$ cat config.mk
export PLATFORM = sky130hd
export DESIGN_NAME = irq_unit
export DESIGN_NICKNAME = d
export VERILOG_FILES = /design/src/rtl/irq_unit_pkg.sv /design/src/rtl/irq_loc_regs.sv /design/src/rtl/irq_line_ctl.sv /design/src/rtl/irq_read_port.sv /design/src/rtl/irq_unit.sv
export SDC_FILE = /design/constraint.sdc
export NUM_CORES = 1
export LEC_CHECK = 0
export BUFFER_PORTS_ARGS = -buffer_cell sky130_fd_sc_hd__buf_2
export CAP_MARGIN = 20
export CORE_MARGIN = 5
export CORE_UTILIZATION = 58
export CTS_CLUSTER_DIAMETER = 60
export DETAILED_ROUTE_END_ITERATION = 8
export PLACE_DENSITY = 0.95
export SYNTH_ARGS = -nofsm -noshare
export SYNTH_HDL_FRONTEND = slang
export SYNTH_SLANG_ARGS = --single-unit
$ cat constraint.sdc
create_clock -name clk -period 5.9 [get_ports clk]
set_clock_uncertainty 0.1 [all_clocks]
set_input_delay 0.885 -clock clk [delete_from_list [all_inputs] [get_ports clk]]
set_output_delay 0.885 -clock clk [all_outputs]
set_load 0.1 [all_outputs]
$ cat src/rtl/irq_unit_pkg.sv
package irq_unit_pkg;

  localparam int SRC_N = 4;

  typedef enum logic [1:0] {
    SEL_ENABLE = 2'd0,
    SEL_STATUS = 2'd1,
    SEL_CAP    = 2'd2,
    SEL_VECTOR = 2'd3
  } reg_sel_e;

  // compact storage of one enable register
  typedef struct packed {
    logic             gen;
    logic [1:0]       pol;
    logic [SRC_N-1:0] src;
  } inte_t;

  localparam logic [1:0] POL_LOW_LEVEL = 2'b01;
  localparam inte_t INTE_RESET = '{gen: 1'b0, pol: POL_LOW_LEVEL, src: '0};

  // capability: low-level support flag plus the four source positions
  localparam logic [31:0] CAP_WORD = 32'h0000_0010 | 32'h0000_0087;

  function automatic logic [31:0] src_to_word(input logic [SRC_N-1:0] s);
    logic [31:0] w;
    w      = '0;
    w[2:0] = s[2:0];
    w[7]   = s[3];
    return w;
  endfunction

  function automatic logic [31:0] inte_to_word(input inte_t e);
    logic [31:0] w;
    w      = src_to_word(e.src);
    w[31]  = e.gen;
    w[4:3] = e.pol;
    return w;
  endfunction

endpackage

$ cat src/rtl/irq_loc_regs.sv
module irq_loc_regs
  import irq_unit_pkg::*;
#(
  parameter int NUM_LOC = 5,
  parameter int LOC_W   = 3
) (
  input  logic                            clk,
  input  logic                            rst,
  input  logic                            wr_ok,
  input  reg_sel_e                        wr_sel,
  input  logic [LOC_W-1:0]                wr_loc,
  input  logic [31:0]                     wr_data,
  input  logic                            evt_valid,
  input  logic [LOC_W-1:0]                evt_loc,
  input  logic [SRC_N-1:0]                evt_src,
  output inte_t [NUM_LOC-1:0]             en_q,
  output logic  [NUM_LOC-1:0][SRC_N-1:0]  st_q,
  output logic                            evt_hit,
  output logic                            clr_done
);

  logic [SRC_N-1:0] wr_src;
  inte_t            wr_inte;
  logic             unused_wr_bits;

  assign wr_src         = {wr_data[7], wr_data[2:0]};
  assign wr_inte        = '{gen: wr_data[31], pol: wr_data[4:3], src: wr_src};
  assign unused_wr_bits = ^{wr_data[30:8], wr_data[6:5]};

  inte_t            en_r [NUM_LOC];
  logic [SRC_N-1:0] st_r [NUM_LOC];
  logic [NUM_LOC-1:0] hit_v;
  logic [NUM_LOC-1:0] drop_v;

  for (genvar g = 0; g < NUM_LOC; g++) begin : g_loc
    logic             mine;
    logic [SRC_N-1:0] acc;
    logic [SRC_N-1:0] clr;
    logic [SRC_N-1:0] kept;

    assign mine = wr_ok && (wr_loc == LOC_W'(g));
    assign acc  = (evt_valid && (evt_loc == LOC_W'(g)) && en_r[g].gen)
                  ? (en_r[g].src & evt_src) : '0;
    assign clr  = (mine && (wr_sel == SEL_STATUS)) ? wr_src : '0;
    assign kept = st_r[g] & ~clr;

    assign hit_v[g]  = |acc;
    assign drop_v[g] = (|clr) && (|st_r[g]) && (kept == '0);

    always_ff @(posedge clk) begin
      if (rst) begin
        en_r[g] <= INTE_RESET;
        st_r[g] <= '0;
      end else begin
        if (mine && (wr_sel == SEL_ENABLE)) begin
          en_r[g] <= wr_inte;
        end
        st_r[g] <= kept | acc;
      end
    end

    assign en_q[g] = en_r[g];
    assign st_q[g] = st_r[g];
  end

  assign evt_hit  = |hit_v;
  assign clr_done = |drop_v;

endmodule

$ cat src/rtl/irq_line_ctl.sv
module irq_line_ctl
  import irq_unit_pkg::*;
#(
  parameter int NUM_LOC = 5,
  parameter int LOC_W   = 3
) (
  input  logic                clk,
  input  logic                rst,
  input  logic                evt_hit,
  input  logic                clr_done,
  input  logic [LOC_W-1:0]    act_loc,
  input  inte_t [NUM_LOC-1:0] en_q,
  output logic                irq_active,
  output logic                irq_pin
);

  logic [1:0] act_pol;
  logic       low_level;

  always_comb begin
    act_pol = POL_LOW_LEVEL;
    for (int i = 0; i < NUM_LOC; i++) begin
      if (act_loc == LOC_W'(i)) act_pol = en_q[i].pol;
    end
  end

  assign low_level = (act_pol == POL_LOW_LEVEL);

  always_ff @(posedge clk) begin
    if (rst) begin
      irq_active <= 1'b0;
      irq_pin    <= 1'b1;
    end else begin
      if (evt_hit)       irq_active <= 1'b1;
      else if (clr_done) irq_active <= 1'b0;
      irq_pin <= irq_active ^ low_level;
    end
  end

endmodule

$ cat src/rtl/irq_read_port.sv
module irq_read_port
  import irq_unit_pkg::*;
#(
  parameter int          NUM_LOC = 5,
  parameter int          LOC_W   = 3,
  parameter logic [3:0]  IRQ_NUM = 4'd10
) (
  input  logic                           clk,
  input  logic                           rst,
  input  logic                           reg_rd,
  input  reg_sel_e                       reg_sel,
  input  logic [LOC_W-1:0]               reg_loc,
  input  inte_t [NUM_LOC-1:0]            en_q,
  input  logic [NUM_LOC-1:0][SRC_N-1:0]  st_q,
  output logic [31:0]                    rd_data,
  output logic                           rd_valid
);

  logic [31:0] en_word;
  logic [31:0] st_word;
  logic [31:0] mux;

  always_comb begin
    en_word = '1;
    st_word = '1;
    for (int i = 0; i < NUM_LOC; i++) begin
      if (reg_loc == LOC_W'(i)) begin
        en_word = inte_to_word(en_q[i]);
        st_word = src_to_word(st_q[i]);
      end
    end
    unique case (reg_sel)
      SEL_ENABLE: mux = en_word;
      SEL_STATUS: mux = st_word;
      SEL_CAP:    mux = CAP_WORD;
      SEL_VECTOR: mux = {28'd0, IRQ_NUM};
      default:    mux = '1;
    endcase
  end

  always_ff @(posedge clk) begin
    if (rst) begin
      rd_valid <= 1'b0;
      rd_data  <= '0;
    end else begin
      rd_valid <= reg_rd;
      if (reg_rd) rd_data <= mux;
    end
  end

endmodule

$ cat src/rtl/irq_unit.sv
module irq_unit
  import irq_unit_pkg::*;
#(
  parameter int         NUM_LOC = 5,
  parameter logic [3:0] IRQ_NUM = 4'd10,
  localparam int        LOC_W   = $clog2(NUM_LOC + 1)
) (
  input  logic             clk,
  input  logic             rst,
  input  logic [LOC_W-1:0] act_loc,
  input  logic             reg_wr,
  input  logic             reg_rd,
  input  logic [1:0]       reg_sel,
  input  logic [LOC_W-1:0] reg_loc,
  input  logic [31:0]      reg_wdata,
  output logic [31:0]      rd_data,
  output logic             rd_valid,
  input  logic             evt_valid,
  input  logic [LOC_W-1:0] evt_loc,
  input  logic [3:0]       evt_src,
  output logic             irq_active,
  output logic             irq_pin
);

  reg_sel_e                      sel;
  logic                          wr_ok;
  inte_t [NUM_LOC-1:0]           en_q;
  logic  [NUM_LOC-1:0][SRC_N-1:0] st_q;
  logic                          evt_hit;
  logic                          clr_done;

  assign sel   = reg_sel_e'(reg_sel);
  // only the owning locality may change its enable or status register
  assign wr_ok = reg_wr && (reg_loc == act_loc) && (int'(act_loc) < NUM_LOC);

  irq_loc_regs #(.NUM_LOC(NUM_LOC), .LOC_W(LOC_W)) u_regs (
    .clk      (clk),
    .rst      (rst),
    .wr_ok    (wr_ok),
    .wr_sel   (sel),
    .wr_loc   (reg_loc),
    .wr_data  (reg_wdata),
    .evt_valid(evt_valid),
    .evt_loc  (evt_loc),
    .evt_src  (evt_src),
    .en_q     (en_q),
    .st_q     (st_q),
    .evt_hit  (evt_hit),
    .clr_done (clr_done)
  );

  irq_line_ctl #(.NUM_LOC(NUM_LOC), .LOC_W(LOC_W)) u_line (
    .clk       (clk),
    .rst       (rst),
    .evt_hit   (evt_hit),
    .clr_done  (clr_done),
    .act_loc   (act_loc),
    .en_q      (en_q),
    .irq_active(irq_active),
    .irq_pin   (irq_pin)
  );

  irq_read_port #(.NUM_LOC(NUM_LOC), .LOC_W(LOC_W), .IRQ_NUM(IRQ_NUM)) u_rd (
    .clk     (clk),
    .rst     (rst),
    .reg_rd  (reg_rd),
    .reg_sel (sel),
    .reg_loc (reg_loc),
    .en_q    (en_q),
    .st_q    (st_q),
    .rd_data (rd_data),
    .rd_valid(rd_valid)
  );

endmodule

; Word-level counts from Yosys, hierarchy flattened
; Memory sizes are Yosys's and may differ from the RTL's.
; Index checks and enable logic that the tools add are counted.
[classes]
order_cmp = 1
eq_ne = 17
mux = 56
n_bitwise = 31
n_reduce_logical = 59
[op_table]
columns = op, n
row1 = two-way mux 32 bit, 10
row2 = case mux 32 bit (4 select lines), 1
row3 = two-way mux 4 bit, 15
row4 = AND 4 bit, 10
row5 = OR reduction 4 bit, 10
row6 = logical AND 1 bit, 37
row7 = two-way mux 7 bit, 5
row8 = logical NOT 4 bit, 5
row9 = two-way mux 1 bit, 20
row10 = NOT 4 bit, 5
row11 = OR 4 bit, 5
row12 = OR reduction 20 bit, 1
row13 = "== test 3 x 2 -> 1 bit, second input constant", 6
row14 = two-way mux 2 bit, 5
row15 = OR 1 bit, 10
row16 = "== test 3 x 1 -> 1 bit, second input constant", 3
row17 = "== test 3 bit, second input constant", 3
row18 = logical NOT 3 bit, 3
row19 = OR reduction 5 bit, 1
row20 = "== test 2 x 1 -> 1 bit, second input constant", 2
row21 = "== test 2 bit, second input constant", 2
row22 = == test 3 bit, 1
row23 = "< comparator 3 bit, second input constant", 1
row24 = logical NOT 2 bit, 1
row25 = other kinds (2), 2
[totals]
reg_bits = 35
ram_bits = 55
inputBits = 52
output_inout_bits = 35
n_memories = 2
[memory_table]
columns = memory, words, word_bits, rd, rd_ports_with_merged_regs, wr, line
row1 = u_regs.en_r, 5, 7, 5, 0, 5, irq_loc_regs.sv:30  ; inte_t en_r [NUM_LOC];
row2 = u_regs.st_r, 5, 4, 5, 0, 5, irq_loc_regs.sv:31  ; logic [SRC_N-1:0] st_r [NUM_LOC];

; Logic depth before layout (Yosys ltp)
[depth]
ltp_word = 13
depth_mapped = 9

; Hierarchy
; From an unflattened synthesis, not the netlist that was laid out.
[hier_totals]
cells_unflattened = 424
area_unflattened_um2 = 4042.6
[by_module_without_submodules]
columns = mod, instances, cells_each, area_per_inst_um2, seq_area_each_um2
row1 = irq_loc_regs, 1, 250, 2688.8, 1451.4
row2 = irq_read_port, 1, 148, 1177.4, 180.2
row3 = irq_line_ctl, 1, 19, 133.9, 40.0
row4 = irq_unit, 1, 7, 42.5, 0.0

; Least setup slack after synthesis
; No wires, ideal clock.
[synth_path]
path_type = input to register
start = in act_loc[0]
end = mem u_regs.en_r[0][0] in the netlist's numbering (enable)
setup_time_ps = 381
arrival_time_ps = 2587
required_time_ps = 5419
setup_slack_ps = 2832
path_stages = 7
path_buffers = 2
path_cell_list = or3b_1 -> a22o_1 -> nor2_1 -> nand2_1 -> buf_2 -> buf_2 -> o21ai_0
[synth_rtl]
columns = element, line
row1 = "start, declared", irq_unit.sv:10  ; input logic [LOC_W-1:0] act_loc,
row2 = "end, declared", irq_loc_regs.sv:30

==> impl_metrics.csv <==
group,metric,value,unit
power,p_switching,337,uW
min_path,hold_path.class,"register to register",
clock_network,cts-root-buf,"clkbuf_8",
setup_path,end_kind,"register",
drt,drt_iter0_drc,678,
setup_path,critPathKind,"input port to register",
place,dp_hpwl,7530,microns
clock_network,clock_latency,0.35,ns
synth,yosysUniqueCellTypes,58,
timing,max_slew_margin,26.7,%
synth,yosysWarnings,0,
timing,setup_tns,0,ns
power,vdd_drop_max,244,uV
power,cellLeakagePower,0.00141,uW
synth,synth.cell_area,3730,sq um
clock_network,cts_buffers,9,
power,p_int,688,uW
place,port_buffers,61,
power,p_seq_share,50.5,%
power,power_frac_comb,19.0,%
setup_path,crit_fanout,30,
synth,ys_top_cells_by_count,"35 x edfxtp_1, 31 x dfxtp_1, 28 x o21ai_0",
synth,synth_nets,448,
synth,synth_top_family_by_area,"simple AND/OR/NAND/NOR gates",
timing,rsz0062_at_grt,"no",
clock_network,cts_tree,"yes",
layout,drive_gt1_share,21.8,%
clock_network,htree_levels,3,
synth,synth_adder_area_share,0,%
setup_path,worstPathArrival,3.61,ns
synth,synth_ff_type,"edfxtp_1",
clock_network,cts_resized,0,
timing,worst_pin_slew,1.09,ns
place,routabilityCongestion,0.999,
power,pwr-share-clk,30.5,%
die,die_area,8140,sq um
timing,max_freq,267,MHz
grt,grt_max_degree,54,
clock_network,hold_buffers,0,
timing,hold_violations,0,
synth,ys_ff_latch,66,
synth,ys_seq_area_share,44.8,%
die,start_util,59.1,%
grt,grt_first_pass_wirelength,16900,microns
synth,synth_cells,396,
drt,firstDrtPassIters,8,
synth,async_flop_share,0,%
layout,syn2layout_area_growth,6.37,%
layout,fin_util,62.9,%
synth,synth_compound_area_share,20.1,%
grt,grt_use_total,26.0,%
power,swShare,32.9,%
drt,via_per_inst,7.12,
timing,final-max-slew-violation-count,0,
timing,period_minus_slack,3.75,ns
timing,fin_crit_sh,63.5,%
synth,synth_xor_area_share,0.469,%
die,fp.dieH,90.2,microns
die,dieWidth,90.2,microns
synth,synth_edf_count,35,
die,core_area,6310,sq um
power,power_density,258,nW/um^2
timing,setup_viol,0,
setup_path,start_kind,"input port",
synth,yosys.area_share.simple,20.4,%
setup_path,crit_required,5.77,ns
drt,wire_per_inst,21.6,microns
clock_network,cts_setup_buffers,0,
drt,drc,0,
grt,grt_overflow,0,
synth,synth.most_common_cell,"edfxtp_1",
synth,yosysTopAreaCell,"edfxtp_1",
layout,nNetsFinal,466,
die,ios,87,
grt,grt_pass1_vias,3327,
flow_run,cap_viol_max_count,0,
drt,num_vias,3516,
clock_network,clock_sinks,66,
synth,yosysTopAreaCellShare,28.2,%
drt,drt_wl_total,10700,microns
layout,n_antenna_cell,0,
clock_network,clock_path_buffers,2,
synth,syn_avg_cell_area,9.43,sq um
synth,yosys-top-cells-area,"edfxtp_1 28%, dfxtp_1 17%, buf_4 4.8%, nor4_1 4.5%, o21ai_0 3.8%",
synth,muxShareOfSynthArea,3.92,%
drt,ant_nets,0,
grt,grt_antenna_before_repair,0,
clock_network,path_clk_slew,0.07,ns
die,num_rows,29,
outcome,status,"finished clean",
[cell families after synthesis]
kind of cell              after synthesis
DFF                                    66
muxes                                   8
and+or+nand+nor                       136
AOI/OAI and AO/OA                     113
xor gates and xnor gates                2
buffers and inverters                  71
[through the flow]
step / hold slack [ns] / area [sq um] / power [uW] / setup WS (ns) / cells
floorplan: 0.366 / 3730 / 679 / 2.83 / 396
global placement: 0.367 / 3810 / 713 / 1.95 / 479
detailed placement: 0.379 / 3810 / 717 / 1.84 / 479
CTS: 0.388 / 3960 / 1020 / 2.20 / 493
global route: 0.431 / 3970 / 1060 / 1.99 / 494
finish: 0.385 / 3970 / 1020 / 2.15 / 494
[sequential cells by signal, indices dropped and copies added, names as in the netlist]
register and cells:
u_rd.rd_valid 1, u_regs.st_r 20, u_rd.rd_data 8, u_line.irq_pin 1
u_regs.en_r 35, u_line.irq_active 1
[power by group through the flow]
stage	clock [uW]	sequential [uW]	combinational [uW]
after floorplan	0	562	118
final	312	518	195
after global routing	335	520	203
after global placement	0	525	188
after CTS	311	517	191
after detailed placement	0	527	190
[routing by layer]
metal  vias to the layer above  global-route usage (%)  part of all wire (%)
met3                        68                    8.68                    14
met4                         0                    14.1                   5.5
li1                       1523                       -                     -
met2                       319                    39.6                    45
met1                      1606                    32.5                    35
met5                         -                       0                     0
[layout by cell type, fill, tap and decap left out, drive strengths merged, types with 3 or more instances in the layout]
cell type  netlist  layout
a21oi           25      25
a221oi           3       3
a22oi            6       6
a311oi           5       5
a31oi            3       3
and2            11      11
and3             3       3
buf             30      62
clkbuf          26      11
clkinv           3       6
dfxtp           31      31
edfxtp          35      35
inv             12      12
mux2             3       3
mux4             5       5
nand2           18      18
nand2b           9       9
nand3           20      20
nand4            3       3
nor2            17      17
nor2b            5       5
nor3            10      10
nor4            28      28
o21ai           30      30
o221ai           4       4
o22ai           13      13
o41ai            3       3
[worst max-delay path, stage by stage]
cell and delay (ns):
buf_2 0.30, xnor2_1 0.18, o2111ai_2 0.37, nor2_1 0.22, nand2_1 0.56, o21ai_0 1.09
[path summary, 6_finish.rpt]
kind                                         from                               to  slack (ns)  depth (start not counted)
hold reg to reg      u_rd.rd_data[1]$_SDFFE_PP0P_     u_rd.rd_data[1]$_SDFFE_PP0P_        0.38                          2
hold / removal       u_rd.rd_data[1]$_SDFFE_PP0P_     u_rd.rd_data[1]$_SDFFE_PP0P_        0.38                          2
setup / recovery                       reg_loc[1]  u_regs.en_r[3][6]$_SDFFCE_PN0P_        2.15                          6
setup reg to reg  u_regs.en_r[4][6]$_SDFFCE_PN0P_   u_line.irq_active$_SDFFE_PP0P_        4.00                          4
[area by class of cell]
class,count,area (sq um)
Clock inverter,4,21.3
Sequential cell,66,1670
Inverter,15,56.3
Multi-Input combinational cell,259,1680
Timing Repair Buffer,63,320
Fill cell,519,2340
Tap cell,77,96.3
Clock buffer,10,128
(Power assumes the default switching activity.)
